<file path="src/rtl/pic_pkg.sv">
package pic_pkg;
  localparam int PRIO_W = 3;
  localparam int LVL_W  = PRIO_W + 1;
  typedef logic [LVL_W-1:0] lvl_t;
endpackage

</file>
<file path="src/rtl/pic_pending.sv">
module pic_pending #(
  parameter int N = 8
) (
  input  logic         clk,
  input  logic         rst,
  input  logic [N-1:0] set,
  input  logic [N-1:0] clr,
  output logic [N-1:0] pend
);
  // set has precedence over clear in the same cycle
  always_ff @(posedge clk) begin
    if (rst) pend <= '0;
    else     pend <= (pend & ~clr) | set;
  end
endmodule

</file>
<file path="src/rtl/pic_arbiter.sv">
module pic_arbiter
  import pic_pkg::*;
#(
  parameter int NT = 8,
  parameter int NI = 118,
  localparam int NS = NT + NI,
  localparam int VW = $clog2(NS)
) (
  input  logic [NS-1:0]        live,
  input  logic [NI-1:0]        irq_en,
  input  logic [NI*PRIO_W-1:0] irq_prio,
  input  lvl_t                 cpu_prio,
  output logic                 hit,
  output logic [VW-1:0]        win_vec,
  output lvl_t                 win_lvl
);
  localparam int TRAP_TOP = (2 ** PRIO_W) + NT - 1;

  logic          t_hit;
  logic [VW-1:0] t_idx;
  lvl_t          t_lvl;
  lvl_t          best;
  logic [VW-1:0] b_idx;
  lvl_t          eff;

  always_comb begin
    t_hit = 1'b0;
    t_idx = '0;
    t_lvl = '0;
    // descending scan: the last hit is the lowest index
    for (int t = NT - 1; t >= 0; t--) begin
      if (live[t]) begin
        t_hit = 1'b1;
        t_idx = VW'(t);
        t_lvl = LVL_W'(TRAP_TOP - t);
      end
    end
    best  = '0;
    b_idx = '0;
    for (int i = NI - 1; i >= 0; i--) begin
      eff = (live[NT+i] && irq_en[i]) ? {1'b0, irq_prio[i*PRIO_W +: PRIO_W]} : '0;
      if (eff != '0 && eff >= best) begin
        best  = eff;
        b_idx = VW'(NT + i);
      end
    end
    if (t_hit) begin
      hit     = 1'b1;
      win_vec = t_idx;
      win_lvl = t_lvl;
    end else begin
      hit     = (best > cpu_prio);
      win_vec = b_idx;
      win_lvl = best;
    end
  end
endmodule

</file>
<file path="src/rtl/pic_vectored.sv">
module pic_vectored
  import pic_pkg::*;
#(
  parameter int NUM_TRAPS = 8,
  parameter int NUM_IRQS  = 118,
  localparam int NS = NUM_TRAPS + NUM_IRQS,
  localparam int VW = $clog2(NS)
) (
  input  logic                       clk,
  input  logic                       rst,
  input  logic [NUM_TRAPS-1:0]       trap_req,
  input  logic [NUM_IRQS-1:0]        irq_req,
  input  logic [NUM_IRQS-1:0]        irq_en,
  input  logic [NUM_IRQS*PRIO_W-1:0] irq_prio,
  input  logic [LVL_W-1:0]           cpu_prio,
  input  logic                       ack,
  output logic                       req_valid,
  output logic [VW-1:0]              req_vec,
  output logic [LVL_W-1:0]           req_prio
);
  logic [NS-1:0] pend;
  logic [NS-1:0] clr;
  logic [NS-1:0] live;
  logic          hit;
  logic [VW-1:0] win_vec;
  lvl_t          win_lvl;

  // one-hot clear of the presented source on a taken acknowledge
  for (genvar s = 0; s < NS; s++) begin : g_clr
    assign clr[s] = ack && req_valid && (req_vec == VW'(s));
  end

  pic_pending #(.N(NS)) u_pend (
    .clk  (clk),
    .rst  (rst),
    .set  ({irq_req, trap_req}),
    .clr  (clr),
    .pend (pend)
  );

  // hide the acknowledged source so the next winner shows without a gap
  assign live = pend & ~clr;

  pic_arbiter #(.NT(NUM_TRAPS), .NI(NUM_IRQS)) u_arb (
    .live     (live),
    .irq_en   (irq_en),
    .irq_prio (irq_prio),
    .cpu_prio (cpu_prio),
    .hit      (hit),
    .win_vec  (win_vec),
    .win_lvl  (win_lvl)
  );

  always_ff @(posedge clk) begin
    if (rst) begin
      req_valid <= 1'b0;
      req_vec   <= '0;
      req_prio  <= '0;
    end else begin
      req_valid <= hit;
      req_vec   <= hit ? win_vec : '0;
      req_prio  <= hit ? win_lvl : '0;
    end
  end
endmodule

</file>
<file path="config.mk">
export PLATFORM = sky130hd
export DESIGN_NAME = pic_vectored
export DESIGN_NICKNAME = d
export VERILOG_FILES = /design/src/rtl/pic_pkg.sv /design/src/rtl/pic_pending.sv /design/src/rtl/pic_arbiter.sv /design/src/rtl/pic_vectored.sv
export SDC_FILE = /design/constraint.sdc
export NUM_CORES = 1
export LEC_CHECK = 0
export BUFFER_PORTS_ARGS = -buffer_cell sky130_fd_sc_hd__buf_2
export CAP_MARGIN = 20
export CORE_UTILIZATION = 30
export CTS_CLUSTER_SIZE = 14
export DETAILED_ROUTE_END_ITERATION = 10
export PLACE_DENSITY_LB_ADDON = 0.3
export RECOVER_POWER = 50
export SLEW_MARGIN = 20
export SYNTH_ARGS = -nofsm -noshare
export SYNTH_HDL_FRONTEND = slang
export SYNTH_SLANG_ARGS = --single-unit
export TNS_END_PERCENT = 10
</file>
<file path="constraint.sdc">
create_clock -name clk -period 182.7 [get_ports clk]
set_input_delay 9.135 -clock clk [delete_from_list [all_inputs] [get_ports clk]]
set_output_delay 9.135 -clock clk [all_outputs]
set_load 0.01 [all_outputs]
</file>
After elaboration in Yosys (flattened, before gate mapping)
Index checks and enable logic that the tools add are counted.

word-level totals
  input bits = 605
  register bits after elaboration = 138

cells by class
  bitwise logic cells = 4
  eq/ne operators = 125
  order comparisons = 119
  multiplexer cells = 381
  reductions and logical operators = 483

operators with widths
  operator              count
  $mux W7               119
  $mux W4               127
  $reduce_bool A4 Y1    118
  $ge A4 B4 Y1          117
  $eq A7 B7 Y1 const B  62
  $mux W3               126
  $logic_and A1 B1 Y1   363
  $eq A7 B6 Y1 const B  32
  $and A126 B126 Y126   1
  $not A126 Y126        1
  $or A126 B126 Y126    1
  $eq A7 B5 Y1 const B  16
  $eq A7 B4 Y1 const B  8
  $eq A7 B3 Y1 const B  4
  $eq A7 B2 Y1 const B  2
  $mux W1               9
  $eq A7 B1 Y1 const B  1
  $logic_not A7 Y1      1
  $ge A4 B1 Y1 const B  1
  $gt A4 B4 Y1          1
  $reduce_or A2 Y1      1
  $not A1 Y1            1

Longest topological paths before layout
  depth after elaboration = 364
  depth in mapped cells = 942

Modules after synthesis
From an unflattened synthesis, not the netlist that was laid out.

second synthesis, totals
  cell total of the unflattened synthesis = 4403
  area total of the unflattened synthesis = 29477.0 sq um

modules (own cells, without submodules)
  module        cells an instance  seq. area each (sq um)  area each (sq um)  instances
  pic_arbiter   3501               0.0                     22191.3            1
  pic_pending   518                2522.4                  4672.0             1
  pic_vectored  384                240.2                   2613.8             1

Worst setup path before layout
OpenSTA, ideal clock, no wires.

  path type = input port to flip-flop
  from = in ack
  to = reg req_vec[5]
  setup slack = 14.933 ns
  stages = 858
  arrival time = 167.697 ns
  required time = 182.630 ns
  library setup time = 0.070 ns
  buffers on the path = 8
  cell sequence = and4_1 -> clkbuf_1 -> a31oi_1 -> nand2_1 -> ha_1 -> nor2b_1 -> o21ai_0 -> and3_1 -> o21ai_0 -> ha_1 -> nor2b_1 -> o21ai_0 -> o311a_1 -> nand2_1 -> o21a_1 -> ha_1 -> nand2b_1 -> o22a_1 -> [... 822 more ...] -> a21oi_1 -> nor2_1 -> o211a_1 -> a311oi_2 -> ha_1 -> nand2b_1 -> a21o_1 -> a21o_1 -> o21ai_1 -> nor2_1 -> a21oi_1 -> ha_1 -> a311oi_1 -> o21ai_0 -> nor2_1 -> nand3_1 -> or2_1 -> a21oi_1

between the ends
  longest elaborated chain between the ends = 364

ends and longest elaborated chain
  item                                                RTL line            RTL
  start, declared                                     pic_vectored.sv:16  input logic ack,
  $logic_and A1 B1 Y1 (*)                             pic_vectored.sv:30  assign clr[s] = ack && req_valid && (req_vec == VW'(s));
  $logic_and A1 B1 Y1                                 pic_vectored.sv:30
  $not A126 Y126 (*)                                  pic_vectored.sv:42  assign live = pend & ~clr;
  $and A126 B126 Y126 (*)                             pic_vectored.sv:42
  $logic_and A1 B1 Y1                                 pic_arbiter.sv:41   eff = (live[NT+i] && irq_en[i]) ? {1'b0, irq_prio[i*PRIO_W +: PRIO_W]} : '0;
  $mux W3                                             pic_arbiter.sv:41
  $ge A4 B1 Y1 or $reduce_bool A4 Y1 (tied branches)  pic_arbiter.sv:42   if (eff != '0 && eff >= best) begin
  $logic_and A1 B1 Y1                                 pic_arbiter.sv:42
  [... 348 more ...]                                  n/a
  $mux W4                                             pic_arbiter.sv:42
  $ge A4 B4 Y1                                        pic_arbiter.sv:42
  $logic_and A1 B1 Y1                                 pic_arbiter.sv:42
  $mux W4                                             pic_arbiter.sv:42
  $gt A4 B4 Y1                                        pic_arbiter.sv:52   hit = (best > cpu_prio);
  $mux W1                                             pic_arbiter.sv:47   if (t_hit) begin
  $not A1 Y1 (no source line)                         n/a
  $reduce_or A2 Y1 (no source line)                   n/a
  end signal, assigned                                pic_vectored.sv:61  req_vec <= hit ? win_vec : '0;
  end, declared                                       pic_vectored.sv:18  output logic [VW-1:0] req_vec,

Mark *: on every way between the ends. The rest lies on a longest branch, timed or not.
A chain may end at the register's enable or synchronous reset.

==> results.toml <==
[status]
status = "finished, violations left"
violations = "capacitance limit, slew limit"

[clocking]
cts-root-buf = "clkbuf_16"
clk_pin_slew_worst_paths_ns = 0.07
clk_latency_ns = 0.52
numCtsBuffers = 17
cts_buffer_depth = 2
hold_buffers = 0
cts_htree_levels = 4
clock_sinks = 138
cts_tree = "built"

[synthesis]
synth-main-ff-cell = "dfxtp_1"
syn-cell-area_um2 = 27400
synthArstFlopShare_pct = 0
synth_edf_count = 0
syn_nets = 5051
syn_inst = 4199
yosysWarnings = 0
synth_cell_types = 122
ys_seq_area_share_pct = 10.08
synth-seq-cells = 138
avgSynthCellArea_um2 = 6.525

[layout]
n_fill_cell = 9668
final_cell_area_um2 = 37700
nNetsFinal = 6197
drive_above_1_share_pct = 28.87
final_cell_count_no_fill = 6555
areaGrowthSynthToFinish_pct = 37.58

[setup_path]
critical_path_arrival_ns = 172.16
cp_max_fo = 10
cp_slowest_cell = "a222oi_1"
cp_slowest_stage_delay_ns = 0.51
required_ns = 183.15
cp_common_cell = "ha_1"
start_kind = "input pin"
endpoint_kind = "register"
crit_type = "in2reg"

[global_route]
grt_max_degree = 79
grt_pass1_wl_mm = 192.1
overflow = 0
grt_pass1_vias = 33945
antenna_found_initial = 35
grt_use_total_pct = 26.76

[place]
placed_cells = 6443
post_dp_cell_area_um2 = 35590
gp_congestion = 0.9882
numPortBuffers = 616
hpwl_mm = 108.2
pre_cts_ws_ns = 0.7574

[flow_run]
cap_violations = 1

[floorplanning]
core_um2 = 90290
die_h_um = 304.2
start_util_pct = 30.35
rows = 110
fp.dieW_um = 304.2
ios = 617
die_area_um2 = 92550

[routing]
vias = 36364
postRouteAntennaNets = 0
drt_iter0_markers = 2698
avgViaCountPerCell = 5.548
avgRoutedWirePerCell_um = 20.09
drc = 0
wirelength_mm = 131.7
drt_first_pass_iters = 6

[timing]
worst_slack_ns = 10.99
post-route-min-period_ns = 171.71
timing.slew.headroom_pct = -14.97
worstMarginPinSlew_ns = 1.725
post-route-period-util_pct = 93.98
fin_skew_ns = 0.01739
hold_viol = 0
maxSlewViolCount = 29
setup_viol = 0
fmaxAchievable_mhz = 5.824

[min_path]
holdCritPathClass = "reg2reg"
kinds of logic after synthesis:
family / share of synthesized area (%)
simple gates: 30.78
buf+inv: 6.388
mux: 2.247
flops: 10.08
fa+ha+maj: 11.57
compound gates: 38.93
final timing paths:
| check | startpoint | endpoint | depth (start not counted) | slack, ns |
|---|---|---|---|---|
| worst max register to register | req_vec[0] | req_prio[1] | 903 | 19.02 |
| worst min register to register | u_pend.pend[32] | u_pend.pend[32] | 2 | 0.48 |
| worst min-delay path | u_pend.pend[32] | u_pend.pend[32] | 2 | 0.48 |
| worst max-delay path | ack | req_prio[1] | 913 | 10.99 |
state kept, by name (all words and copies together) (netlist names):
signal	count
u_pend.pend	126
req_vec	7
req_prio	4
req_valid	1
synthesized netlist by cell type, types with 48 or more instances:
library cell    n  share of area [%]
a21o_1         77                2.1
a21oi_1       372                6.8
a31oi_1        67                1.5
and2_1        143                3.3
and3_1         52                1.2
clkbuf_1       57               0.78
dfxtp_1       138                 10
ha_1          247                 11
inv_1         388                5.3
nand2_1       510                7.0
nand2b_1      113                2.6
nand3_1       102                1.9
nor2_1        458                6.3
nor3_1         80                1.5
o211ai_1       70                1.9
o21a_1         75                2.1
o21ai_0       357                6.5
or2_2          48                1.1
what timing repair did:
item / CTS / global route
endpoints found under the setup margin: 0 / 11
resized for setup: 0 / 242
buffers inserted: 0 / 59
critical path, delay by kind of cell:
| kind | cells | cell delay [ns] |
|---|---|---|
| compound gates | 413 | 71.74 |
| simple gates | 278 | 43.15 |
| fa+ha+maj | 126 | 34.01 |
| buf+inv | 73 | 8.58 |
| mux | 23 | 7.05 |
metal layers:
metal | track usage [%] | routed length, um
met2 | 45.01 | 61050
met3 | 4.436 | 8412
met4 | 12.67 | 6082
met5 | 0 | 108
met1 | 33.10 | 56020
stage by stage:
stage	utilization [%]	TNS, ns	hold WS [ns]
CTS	40.14	0	0.4765
global route	41.73	-6.968	0.4964
finish	41.75	0	0.4781
floorplan	-	0	0.4428
global placement	39.41	0	0.4532
detailed placement	39.42	0	0.4644
area by class of cell:
class                      count  area [um2]  area share [%]
multi-input combinational   3604       23910           63.41
timing repair buffer        1195        7397           19.62
sequential                   138        2763           7.328
tap                         1176        1471           3.903
inverter                     389        1460           3.873
clock buffer                  18       429.2           1.138
clock inverter                14       219.0          0.5808
antenna                       21       52.55          0.1394
placed cells by master (no fill, tap or decap), types with 39 or more instances in the layout:
cell	n
nor3_1	66
inv_1	388
a31oi_1	56
buf_2	611
a21o_1	77
nand2b_1	110
o21ai_0	326
buf_4	570
dfxtp_1	138
and3_1	52
o211ai_1	70
a21oi_1	338
nor2b_1	39
nand3_1	100
o21a_1	75
nor2_1	450
ha_1	243
and2_1	142
nand2_1	507
or2_2	47
Power is left out: the tool's default activity adds up to more than one toggle a clock period on the data nets, which glitch-free logic cannot reach.
